### src/rtl/uart_frame_pkg.sv
package uart_frame_pkg;

    typedef enum logic [2:0] {
        TX_IDLE,
        TX_START,
        TX_DATA,
        TX_PARITY,
        TX_STOP
    } tx_state_e;

    typedef enum logic [2:0] {
        RX_IDLE,
        RX_START,
        RX_DATA,
        RX_PARITY,
        RX_STOP,
        RX_WAIT_HIGH
    } rx_state_e;

    typedef enum logic [1:0] {
        PAR_ODD   = 2'd0,
        PAR_EVEN  = 2'd1,
        PAR_MARK  = 2'd2,
        PAR_SPACE = 2'd3
    } par_mode_e;

    // Index of the last data bit for a word-length select (5..8 bits).
    function automatic logic [2:0] last_bit_idx(input logic [1:0] wsel);
        return 3'd4 + {1'b0, wsel};
    endfunction

    // Parity bit owed by the low (5 + wsel) bits of d.
    function automatic logic parity_bit(input logic [7:0] d,
                                        input logic [1:0] wsel,
                                        input par_mode_e  m);
        logic [7:0] mask;
        logic       x;
        logic       r;
        mask = 8'hFF >> (2'd3 - wsel);
        x    = ^(d & mask);
        case (m)
            PAR_ODD:   r = ~x;
            PAR_EVEN:  r = x;
            PAR_MARK:  r = 1'b1;
            default:   r = 1'b0;
        endcase
        return r;
    endfunction

endpackage

### src/rtl/uart_baud_gen.sv
module uart_baud_gen #(
    parameter int DIV_W    = 16,
    parameter int DIV_INIT = 1
) (
    input  logic       clk,
    input  logic       rst_n,
    input  logic [7:0] div_byte,
    input  logic       div_lo_wr,
    input  logic       div_hi_wr,
    output logic       os_tick
);
    localparam int HI_W = DIV_W - 8;

    logic [DIV_W-1:0] div_q;
    logic [DIV_W-1:0] div_eff;
    logic [DIV_W-1:0] cnt_q;
    logic             tick_q;

    always_ff @(posedge clk or negedge rst_n) begin
        if (!rst_n) begin
            div_q <= DIV_W'(DIV_INIT);
        end else begin
            if (div_lo_wr) div_q[7:0]       <= div_byte;
            if (div_hi_wr) div_q[DIV_W-1:8] <= div_byte[HI_W-1:0];
        end
    end

    assign div_eff = (div_q == '0) ? DIV_W'(1) : div_q;

    always_ff @(posedge clk or negedge rst_n) begin
        if (!rst_n) begin
            cnt_q  <= '0;
            tick_q <= 1'b0;
        end else if (cnt_q >= div_eff - DIV_W'(1)) begin
            cnt_q  <= '0;
            tick_q <= 1'b1;
        end else begin
            cnt_q  <= cnt_q + DIV_W'(1);
            tick_q <= 1'b0;
        end
    end

    assign os_tick = tick_q;

    AST_TICK_SPACING: assert property (@(posedge clk) disable iff (!rst_n)
        (os_tick && div_eff > DIV_W'(1) && !div_lo_wr && !div_hi_wr) |=> !os_tick);

endmodule

### src/rtl/uart_tx_fsm.sv
module uart_tx_fsm
    import uart_frame_pkg::*;
#(
    parameter int OSR = 16
) (
    input  logic       clk,
    input  logic       rst_n,
    input  logic       os_tick,
    input  logic [1:0] wlen_sel,
    input  logic       stop_sel,
    input  logic       par_en,
    input  logic [1:0] par_mode,
    input  logic       brk_ctl,
    input  logic       tx_valid,
    input  logic [7:0] tx_data,
    output logic       tx_ready,
    output logic       tx_empty,
    output logic       txd
);
    localparam int CW = $clog2(2 * OSR) + 1;
    localparam logic [CW-1:0] BIT_LAST  = CW'(OSR - 1);
    localparam logic [CW-1:0] STOP_1    = CW'(OSR - 1);
    localparam logic [CW-1:0] STOP_1_5  = CW'(OSR + OSR / 2 - 1);
    localparam logic [CW-1:0] STOP_2    = CW'(2 * OSR - 1);

    tx_state_e       state_q, state_d;
    logic [CW-1:0]   cnt_q;
    logic [2:0]      idx_q;
    logic [7:0]      sh_q;
    logic [7:0]      hold_q;
    logic            hold_v_q;
    logic            par_q;
    logic            txd_q;
    logic            txd_d;
    logic [CW-1:0]   stop_lim;
    logic            bit_end;
    logic            stop_end;
    logic            launch;
    logic            accept;

    assign stop_lim = !stop_sel          ? STOP_1 :
                      (wlen_sel == 2'd0) ? STOP_1_5 : STOP_2;
    assign bit_end  = os_tick && (cnt_q == BIT_LAST);
    assign stop_end = os_tick && (cnt_q == stop_lim);
    assign launch   = (state_q == TX_IDLE) && hold_v_q;
    assign accept   = tx_valid && !hold_v_q;

    // Next-state logic
    always_comb begin
        state_d = state_q;
        unique case (state_q)
            TX_IDLE:   if (launch) state_d = TX_START;
            TX_START:  if (bit_end) state_d = TX_DATA;
            TX_DATA:   if (bit_end && idx_q == last_bit_idx(wlen_sel))
                           state_d = par_en ? TX_PARITY : TX_STOP;
            TX_PARITY: if (bit_end) state_d = TX_STOP;
            TX_STOP:   if (stop_end) state_d = TX_IDLE;
            default:   state_d = TX_IDLE;
        endcase
    end

    // State register
    always_ff @(posedge clk or negedge rst_n) begin
        if (!rst_n) state_q <= TX_IDLE;
        else        state_q <= state_d;
    end

    // Bit timing, shifter and holding register
    always_ff @(posedge clk or negedge rst_n) begin
        if (!rst_n) begin
            cnt_q    <= '0;
            idx_q    <= '0;
            sh_q     <= '0;
            hold_q   <= '0;
            hold_v_q <= 1'b0;
            par_q    <= 1'b0;
        end else begin
            if (state_q != state_d || (state_q == TX_DATA && bit_end))
                cnt_q <= '0;
            else if (os_tick && state_q != TX_IDLE)
                cnt_q <= cnt_q + CW'(1);

            if (launch) begin
                idx_q    <= '0;
                sh_q     <= hold_q;
                par_q    <= parity_bit(hold_q, wlen_sel, par_mode_e'(par_mode));
                hold_v_q <= 1'b0;
            end else if (accept) begin
                hold_q   <= tx_data;
                hold_v_q <= 1'b1;
            end

            if (state_q == TX_DATA && bit_end)
                idx_q <= idx_q + 3'd1;
        end
    end

    // Output process
    always_comb begin
        unique case (state_q)
            TX_IDLE:   txd_d = 1'b1;
            TX_START:  txd_d = 1'b0;
            TX_DATA:   txd_d = sh_q[idx_q];
            TX_PARITY: txd_d = par_q;
            TX_STOP:   txd_d = 1'b1;
            default:   txd_d = 1'b1;
        endcase
        if (brk_ctl) txd_d = 1'b0;
    end

    always_ff @(posedge clk or negedge rst_n) begin
        if (!rst_n) txd_q <= 1'b1;
        else        txd_q <= txd_d;
    end

    assign txd      = txd_q;
    assign tx_ready = !hold_v_q;
    assign tx_empty = (state_q == TX_IDLE) && !hold_v_q;

    AST_HOLD_KEPT: assert property (@(posedge clk) disable iff (!rst_n)
        (hold_v_q && !launch) |=> (hold_v_q && $stable(hold_q)));

    AST_START_LOW: assert property (@(posedge clk) disable iff (!rst_n)
        ($past(state_q) == TX_START && state_q != TX_START && !$past(brk_ctl)) |-> !txd_q);

    AST_BREAK_LOW: assert property (@(posedge clk) disable iff (!rst_n)
        $past(brk_ctl) |-> !txd_q);

    AST_EMPTY_IMPLIES_IDLE_HIGH: assert property (@(posedge clk) disable iff (!rst_n)
        ($past(tx_empty) && !$past(brk_ctl)) |-> txd_q);

endmodule

### src/rtl/uart_rx_fsm.sv
module uart_rx_fsm
    import uart_frame_pkg::*;
#(
    parameter int OSR = 16
) (
    input  logic       clk,
    input  logic       rst_n,
    input  logic       os_tick,
    input  logic       rxd,
    input  logic [1:0] wlen_sel,
    input  logic       par_en,
    input  logic [1:0] par_mode,
    input  logic       rx_ready,
    input  logic       stat_clr,
    output logic       rx_valid,
    output logic [7:0] rx_data,
    output logic       st_overrun,
    output logic       st_parity,
    output logic       st_framing,
    output logic       st_break
);
    localparam int CW = $clog2(OSR) + 1;
    localparam logic [CW-1:0] MID_START = CW'(OSR / 2 - 1);
    localparam logic [CW-1:0] BIT_LAST  = CW'(OSR - 1);

    rx_state_e     state_q, state_d;
    logic          rx_m, rx_s;
    logic [CW-1:0] cnt_q;
    logic [2:0]    idx_q;
    logic [7:0]    sh_q;
    logic          zero_q;
    logic          par_rx_q;
    logic          rx_v_q;
    logic [7:0]    rx_d_q;
    logic          ov_q, pe_q, fe_q, brk_q;
    logic          mid_tick;
    logic          bit_mid;
    logic          done;
    logic          ev_fe, ev_brk, ev_pe, ev_ov;

    // Two-stage synchronizer, idles high
    always_ff @(posedge clk or negedge rst_n) begin
        if (!rst_n) begin
            rx_m <= 1'b1;
            rx_s <= 1'b1;
        end else begin
            rx_m <= rxd;
            rx_s <= rx_m;
        end
    end

    assign mid_tick = os_tick && (cnt_q == MID_START);
    assign bit_mid  = os_tick && (cnt_q == BIT_LAST);
    assign done     = (state_q == RX_STOP) && bit_mid;

    // Next-state logic
    always_comb begin
        state_d = state_q;
        unique case (state_q)
            RX_IDLE:      if (os_tick && !rx_s) state_d = RX_START;
            RX_START:     if (mid_tick) state_d = rx_s ? RX_IDLE : RX_DATA;
            RX_DATA:      if (bit_mid && idx_q == last_bit_idx(wlen_sel))
                              state_d = par_en ? RX_PARITY : RX_STOP;
            RX_PARITY:    if (bit_mid) state_d = RX_STOP;
            RX_STOP:      if (bit_mid) state_d = rx_s ? RX_IDLE : RX_WAIT_HIGH;
            RX_WAIT_HIGH: if (rx_s) state_d = RX_IDLE;
            default:      state_d = RX_IDLE;
        endcase
    end

    // State register
    always_ff @(posedge clk or negedge rst_n) begin
        if (!rst_n) state_q <= RX_IDLE;
        else        state_q <= state_d;
    end

    // Sample timing and character assembly
    always_ff @(posedge clk or negedge rst_n) begin
        if (!rst_n) begin
            cnt_q    <= '0;
            idx_q    <= '0;
            sh_q     <= '0;
            zero_q   <= 1'b1;
            par_rx_q <= 1'b0;
        end else begin
            if (state_q != state_d || (state_q == RX_DATA && bit_mid))
                cnt_q <= '0;
            else if (os_tick && state_q != RX_IDLE && state_q != RX_WAIT_HIGH)
                cnt_q <= cnt_q + CW'(1);

            if (state_q == RX_IDLE && state_d == RX_START) begin
                idx_q  <= '0;
                sh_q   <= '0;
                zero_q <= 1'b1;
            end
            if (state_q == RX_DATA && bit_mid) begin
                sh_q[idx_q] <= rx_s;
                idx_q       <= idx_q + 3'd1;
                if (rx_s) zero_q <= 1'b0;
            end
            if (state_q == RX_PARITY && bit_mid) begin
                par_rx_q <= rx_s;
                if (rx_s) zero_q <= 1'b0;
            end
        end
    end

    assign ev_fe  = done && !rx_s;
    assign ev_brk = ev_fe && zero_q;
    assign ev_pe  = done && par_en &&
                    (par_rx_q != parity_bit(sh_q, wlen_sel, par_mode_e'(par_mode)));
    assign ev_ov  = done && rx_v_q && !rx_ready;

    // Output process: character buffer and sticky status
    always_ff @(posedge clk or negedge rst_n) begin
        if (!rst_n) begin
            rx_v_q <= 1'b0;
            rx_d_q <= '0;
            ov_q   <= 1'b0;
            pe_q   <= 1'b0;
            fe_q   <= 1'b0;
            brk_q  <= 1'b0;
        end else begin
            if (done && !(rx_v_q && !rx_ready)) begin
                rx_v_q <= 1'b1;
                rx_d_q <= sh_q;
            end else if (rx_v_q && rx_ready) begin
                rx_v_q <= 1'b0;
            end
            ov_q  <= ev_ov  | (ov_q  & ~stat_clr);
            pe_q  <= ev_pe  | (pe_q  & ~stat_clr);
            fe_q  <= ev_fe  | (fe_q  & ~stat_clr);
            brk_q <= ev_brk | (brk_q & ~stat_clr);
        end
    end

    assign rx_valid   = rx_v_q;
    assign rx_data    = rx_d_q;
    assign st_overrun = ov_q;
    assign st_parity  = pe_q;
    assign st_framing = fe_q;
    assign st_break   = brk_q;

    AST_OVERRUN_KEEPS_DATA: assert property (@(posedge clk) disable iff (!rst_n)
        (rx_valid && !rx_ready) |=> (rx_valid && $stable(rx_data)));

    AST_CONSUME_DROPS_VALID: assert property (@(posedge clk) disable iff (!rst_n)
        (rx_valid && rx_ready && !done) |=> !rx_valid);

    AST_FLAGS_STICKY: assert property (@(posedge clk) disable iff (!rst_n)
        ((st_overrun || st_parity || st_framing) && !stat_clr) |=>
        ($countones({st_overrun, st_parity, st_framing}) >=
         $countones({$past(st_overrun), $past(st_parity), $past(st_framing)})));

    AST_BREAK_WITH_FRAMING: assert property (@(posedge clk) disable iff (!rst_n)
        st_break |-> st_framing);

endmodule

### src/rtl/uart_frame_core.sv
module uart_frame_core #(
    parameter int OSR      = 16,
    parameter int DIV_W    = 16,
    parameter int DIV_INIT = 1
) (
    input  logic       clk,
    input  logic       rst_n,
    input  logic [7:0] div_byte,
    input  logic       div_lo_wr,
    input  logic       div_hi_wr,
    input  logic [1:0] wlen_sel,
    input  logic       stop_sel,
    input  logic       par_en,
    input  logic [1:0] par_mode,
    input  logic       brk_ctl,
    input  logic       tx_valid,
    input  logic [7:0] tx_data,
    output logic       tx_ready,
    output logic       tx_empty,
    output logic       txd,
    input  logic       rxd,
    output logic       rx_valid,
    output logic [7:0] rx_data,
    input  logic       rx_ready,
    input  logic       stat_clr,
    output logic       st_overrun,
    output logic       st_parity,
    output logic       st_framing,
    output logic       st_break
);
    logic os_tick;

    uart_baud_gen #(.DIV_W(DIV_W), .DIV_INIT(DIV_INIT)) u_baud (
        .clk       (clk),
        .rst_n     (rst_n),
        .div_byte  (div_byte),
        .div_lo_wr (div_lo_wr),
        .div_hi_wr (div_hi_wr),
        .os_tick   (os_tick)
    );

    uart_tx_fsm #(.OSR(OSR)) u_tx (
        .clk      (clk),
        .rst_n    (rst_n),
        .os_tick  (os_tick),
        .wlen_sel (wlen_sel),
        .stop_sel (stop_sel),
        .par_en   (par_en),
        .par_mode (par_mode),
        .brk_ctl  (brk_ctl),
        .tx_valid (tx_valid),
        .tx_data  (tx_data),
        .tx_ready (tx_ready),
        .tx_empty (tx_empty),
        .txd      (txd)
    );

    uart_rx_fsm #(.OSR(OSR)) u_rx (
        .clk        (clk),
        .rst_n      (rst_n),
        .os_tick    (os_tick),
        .rxd        (rxd),
        .wlen_sel   (wlen_sel),
        .par_en     (par_en),
        .par_mode   (par_mode),
        .rx_ready   (rx_ready),
        .stat_clr   (stat_clr),
        .rx_valid   (rx_valid),
        .rx_data    (rx_data),
        .st_overrun (st_overrun),
        .st_parity  (st_parity),
        .st_framing (st_framing),
        .st_break   (st_break)
    );

    AST_READY_WHEN_EMPTY: assert property (@(posedge clk) disable iff (!rst_n)
        tx_empty |-> tx_ready);

endmodule

### config.mk
export PLATFORM = sky130hd
export DESIGN_NAME = uart_frame_core
export DESIGN_NICKNAME = d
export VERILOG_FILES = /design/src/rtl/uart_frame_pkg.sv /design/src/rtl/uart_baud_gen.sv /design/src/rtl/uart_tx_fsm.sv /design/src/rtl/uart_rx_fsm.sv /design/src/rtl/uart_frame_core.sv
export SDC_FILE = /design/constraint.sdc
export NUM_CORES = 1
export LEC_CHECK = 0
export ABC_AREA = 0
export BUFFER_PORTS_ARGS = -buffer_cell sky130_fd_sc_hd__buf_2
export CAP_MARGIN = 20
export CELL_PAD_IN_SITES_DETAIL_PLACEMENT = 2
export CELL_PAD_IN_SITES_GLOBAL_PLACEMENT = 2
export CORE_MARGIN = 10
export CORE_UTILIZATION = 36
export DETAILED_ROUTE_END_ITERATION = 7
export HOLD_SLACK_MARGIN = 0.15
export PLACE_DENSITY = 0.86
export SLEW_MARGIN = 20
export SYNTH_ARGS = -nofsm -noshare
export SYNTH_HDL_FRONTEND = slang
export SYNTH_SLANG_ARGS = --single-unit
### constraint.sdc
create_clock -name clk -period 3.3 [get_ports clk]
set_input_delay 0.33 -clock clk [delete_from_list [all_inputs] [get_ports clk]]
set_output_delay 0.33 -clock clk [all_outputs]
set_load 0.03 [all_outputs]
# After elaboration in Yosys (flattened, before gate mapping)
# Cells that the tools add are included.
# word_totals
reg_bits	100
out_inout_bits	16
elab_cells	174
# op_classes
n_addsub	8
magnitude_cmp	4
eq_ne	22
shifts	1
mux	49
n_bitwise	14
n_reduce_logical	50
# op_table
op	n
3-bit two-way mux	17
16-bit two-way mux	2
1-bit logical AND	28
6-bit two-way mux	3
3-bit one-hot mux with 6 select lines	1
16-bit by 1-bit adder with 16-bit output, second input constant	1
8-bit AND	2
16-bit >= comparator	1
16-bit logical NOT	1
8-bit two-way mux	2
8-bit XOR reduction	2
16-bit by 1-bit subtractor with 16-bit output, second input constant	1
3-bit one-hot mux with 5 select lines	1
1-bit two-way mux	13
3-bit by 2-bit equality test with 1-bit output, second input constant	4
2-bit nonzero test	6
5-bit two-way mux	2
3-bit by 1-bit equality test with 1-bit output, second input constant	3
3-bit equality test, second input constant	3
1-bit one-hot mux with 3 select lines	3
8-bit bitwise mux	1
3-bit by 4-bit < comparator with 1-bit output, second input constant	2
8-bit by 2-bit right shift with 8-bit output, first input constant	1
3-bit by 1-bit adder with 3-bit output, second input constant	2
other kinds (28)	46

# Longest topological paths before layout
# depth
word_depth	12
depth_mapped	16
depth_no_buf	15

# Modules after synthesis
# Synthesis repeated with hierarchy kept, for this count alone.
# hier_totals
cells_unflattened	513
hier_area_um2	5501.5
# modules_own_cells
mod	instances	cells_each	area_per_inst_um2	seq_area_each_um2
uart_baud_gen	1	194	2037.0	827.0
uart_rx_fsm	1	181	1879.3	904.6
uart_tx_fsm	1	138	1585.3	777.0

# Least setup slack after synthesis
# OpenSTA, ideal clock, no wires.
# synth_timing
kind	register to register
from	register u_baud.div_q[11]
to	register u_baud.cnt_q[10]
arrival_ns	3.326
path_slack_ns	-0.120
stages_incl_launch_ff	14
n_path_buf	1
period_less_slack_ns	3.420
path_cell_list	dfrtp_1 or3_4 or4_1 nor3_2 nor2_1 ha_1 nand2_1 xor2_1 ha_1 and4_1 a221oi_2 o211ai_2 buf_2 a211oi_1
# synth_between
elab_chain_len	5
# synth_rtl
element	line	rtl
start, declared	uart_baud_gen.sv:14	logic [DIV_W-1:0] div_q;
start signal, assigned	uart_baud_gen.sv:21	div_q <= DIV_W'(DIV_INIT);
start signal, assigned by index	uart_baud_gen.sv:24	if (div_hi_wr) div_q[DIV_W-1:8] <= div_byte[HI_W-1:0];
16-bit logical NOT	uart_baud_gen.sv:28	assign div_eff = (div_q == '0) ? DIV_W'(1) : div_q;
16-bit two-way mux *	uart_baud_gen.sv:28	
16-bit by 1-bit subtractor with 16-bit output *	uart_baud_gen.sv:34	end else if (cnt_q >= div_eff - DIV_W'(1)) begin
16-bit >= comparator *	uart_baud_gen.sv:34	
16-bit two-way mux *	uart_baud_gen.sv:34	
end signal, assigned	uart_baud_gen.sv:38	cnt_q <= cnt_q + DIV_W'(1);
end, declared	uart_baud_gen.sv:16	logic [DIV_W-1:0] cnt_q;
# Every way passes the cells marked *; elsewhere a longest branch is shown, timed or not.
# A chain may end at the register's enable or synchronous reset.

# Final worst setup path
# layout_timing
from	register u_baud.div_q[11]
to	register u_baud.cnt_q[13]
# Same word-level chain as after synthesis.

==> impl_metrics.toml <==
[power_and_ir_drop]
p_switching_uw = 1050
peakVddDrop_v = 0.000383
p_int_uw = 2170
p_seq_frac = 0.444
leakage_uw = 0.00303
comb_power_share = 0.230
powerDensity_mw_per_mm2 = 486
swShare = 0.327
power.share.clock = 0.326
total_power_uw = 3230

[synthesis]
synth_edf_count = 0
synth_flop_cell = "dfrtp_1"
synth_seq_cells = 100
synth_nets = 567
syn_avg_cell_area_sq_um = 10.8
ys_types = 69
asyncSetResetFlopFracSynth = 1.00
syn_area_sq_mm = 0.00553
ys.warnings.count = 0
ys_seq_area_frac = 0.453
netlist_instances = 513

[layout]
nNetsFinal = 633
seq_area_sq_mm = 0.00251
drive_gt1_frac = 0.296
multi_input_area_sq_mm = 0.00305
nFillCells = 1519
post-route-cell-area_sq_mm = 0.00664
syn_to_final_growth_pct = 20.1
diodes = 0

[worst_setup_path]
startpoint_type = "flip-flop"
r2r-end = "u_baud.cnt_q[13]"
r2r-start = "u_baud.div_q[11]"
worst-path-max-fanout = 8
end_kind = "flip-flop"
startpoint = "u_baud.div_q[11]"
critPathRequiredTime_ns = 3.57
worst-r2r-setup-slack_ns = -0.19
crit_arrival_ns = 3.76
path_class = "flip-flop to flip-flop"
r2r_cells = 15

[floorplan]
fp.dieH_um = 144
die_w_um = 144
die_area_sq_mm = 0.0207
rows = 45
core_sq_mm = 0.0151
floorplan.initialDensity = 0.365
io_pins = 47

[timing]
hold_viol = 0
fin_ws_ns = -0.189
finalCriticalPeriod_ns = 3.49
rsz0062_at_grt = "true"
tightest_slew_ns = 0.897
max_freq_ghz = 0.287
fin_crit_sh = 1.06
slew_viol_final = 0
tns_ns = -2.41
relSlewSlack = 0.402
finalClockSkew_ns = 0.0133
setup_viol = 17

[cts]
cts_max_level = 3
cts_tree = "built"
cts.clk_slew.worst_paths_ns = 0.08
cts_buffer_depth = 2
cts_sinks = 100
cts_buffers = 9
clk_latency_ns = 0.36
cts_root_buffer = "clkbuf_16"

[run]
maxCapViolCount = 0

[min_path]
hp-class = "primary input to flip-flop"
hold-path-cell-count = 2
holdPathEnd = "u_tx.hold_q[5]"
hp-start = "tx_data[5]"

[detailed_routing]
drtIter0Drc = 155
vias = 4321
wl_mm = 17.6
wire_per_inst_um = 22.9
drtPass1Iterations = 5
postRouteAntennaNets = 0
via_per_inst = 5.60
post-route-drc-count = 0

[placed_design]
post-place-ws_ns = -0.252
portBuffers = 46
gp_congestion = 0.794
postPlaceCellArea_sq_mm = 0.00612
dp_hpwl_mm = 12.1

[global_routing]
antenna_found_initial = 0
grt_use_total = 0.174
grt_pass1_wl_mm = 28.1
grt_pass1_vias = 4957
overflow = 0
grt_max_degree = 69

[run_status]
outcome = "finished with violations"
violations = "negative setup slack"
[cells by family after synthesis]
kind of cell,synth area share
adders and majority gates,0.0520
buffers and inverters,0.0301
xor gates and xnor gates,0.0803
AOI/OAI and AO/OA,0.120
and+or+nand+nor,0.161
DFF,0.453
muxes,0.104
[layout by cell type (no fill, tap or decap), drive strengths merged, types with 3 or more instances in the layout]
cell and instances:
nand4 7, o211ai 6, xor2 19, o22ai 3, inv 19, dfrtp 95
nor2 33, mux2i 9, nand2b 6, o21ai 19, nor3b 7, and2 3
clkbuf 10, and3 4, ha 23, o21a 4, nand3b 5, a21o 11
a21oi 13, o311ai 4, xnor2 24, nor3 12, nor2b 3, o31ai 3
nand2 40, mux2 39, dfstp 5, nor4 9, or3 5, buf 71
nand3 17, xnor3 3, dlygate4sd3 3, a211oi 15, clkinv 6
[through the flow]
stage | instances | hold WS (ns) | util
finish | 772 | 0.197 | 0.439
global route | 772 | 0.197 | 0.439
CTS | 769 | 0.185 | 0.429
floorplan | 513 | 0.0344 | -
detailed placement | 749 | 0.351 | 0.404
global placement | 749 | 0.349 | 0.404
[routing by layer]
layer | routed length, um | global-route usage | share of wire | up-vias
li1 | - | - | - | 1992
met1 | 7370 | 0.203 | 0.42 | 2230
met2 | 9300 | 0.310 | 0.53 | 74
met3 | 612 | 0.0364 | 0.035 | 25
met4 | 368 | 0.0553 | 0.021 | 0
met5 | 0 | 0 | 0 | -
[power by group through the flow]
stage	logic, uW	registers (uW)	clock network [uW]
global route	804	1450	1130
finish	743	1430	1050
floorplan	351	1410	0
detailed placement	560	1450	0
CTS	599	1430	1080
global placement	507	1430	0
[sequential cells by signal (all words and copies together) (netlist names), 3 cells and up]
name and count:
u_baud.cnt_q 16, u_baud.div_q 16, u_rx.cnt_q 5, u_rx.idx_q 3, u_rx.rx_data 8, u_rx.sh_q 8, u_rx.state_q 3, u_tx.cnt_q 6
u_tx.hold_q 8, u_tx.idx_q 3, u_tx.sh_q 8, u_tx.state_q 3
[timing repair]
action | in CTS | in global routing
setup endpoints to repair | 17 | 17
gates cloned | 0 | 1
endpoints found under the hold margin | 63 | 0
setup buffers | 1 | 2
hold buffers | 3 | 0
resized for setup | 14 | 17
pin swaps | 3 | 5
[worst max-delay path, stage by stage (launching register included)]
cell and delay, ns:
dfrtp_1 0.38, or3_4 0.39, or4_4 0.46, nor3_4 0.26, nor2_4 0.07, ha_4 0.18
nand2_4 0.07, nor3_1 0.05, xnor2_1 0.18, ha_2 0.21, a21o_1 0.15, a21o_1 0.21
a21oi_4 0.21, o211ai_4 0.14, clkbuf_16 0.20, a211oi_2 0.23
[cell usage after synthesis (all sizes together) (4+ instances only)]
| cell | instances | share of area |
|---|---|---|
| ha | 23 | 0.052 |
| a21oi | 13 | 0.012 |
| nor3b | 7 | 0.0095 |
| nand3 | 17 | 0.016 |
| dfrtp | 95 | 0.43 |
| o21a | 4 | 0.0054 |
| nand3b | 5 | 0.0068 |
| nand2 | 40 | 0.027 |
| clkbuf | 8 | 0.0054 |
| nand4 | 7 | 0.0090 |
| dfstp | 5 | 0.024 |
| a21o | 11 | 0.015 |
| nor2 | 33 | 0.023 |
| a211oi | 15 | 0.020 |
| nor3 | 12 | 0.013 |
| o311ai | 4 | 0.0063 |
| nor4 | 9 | 0.013 |
| xor2 | 19 | 0.030 |
| nand2b | 6 | 0.0068 |
| or3 | 5 | 0.0066 |
| o21ai | 19 | 0.019 |
| xnor2 | 24 | 0.038 |
| buf | 12 | 0.012 |
| inv | 17 | 0.012 |
| mux2 | 39 | 0.079 |
| o211ai | 6 | 0.0090 |
| and3 | 4 | 0.0045 |
| mux2i | 9 | 0.016 |
[layout make-up]
type,count,share of cell area
tap,188,0.0354
inverter,18,0.0102
multi-input combinational,375,0.458
clock buffer,9,0.0339
clock inverter,7,0.00923
timing repair buffer,75,0.0753
sequential,100,0.378
[how the worst max path moves through the flow]
stage | endpoint | slack, ns | cells past startpoint
detailed placement | u_baud.cnt_q[13] | -0.25 | 14
global route | u_baud.cnt_q[5] | -0.34 | 15
global placement | u_baud.cnt_q[10] | 0.06 | 15
CTS | u_baud.cnt_q[14] | -0.13 | 15
floorplan | u_baud.cnt_q[10] | 0.01 | 13
finish | u_baud.cnt_q[13] | -0.19 | 15
Power figures use the tool's default switching activity.
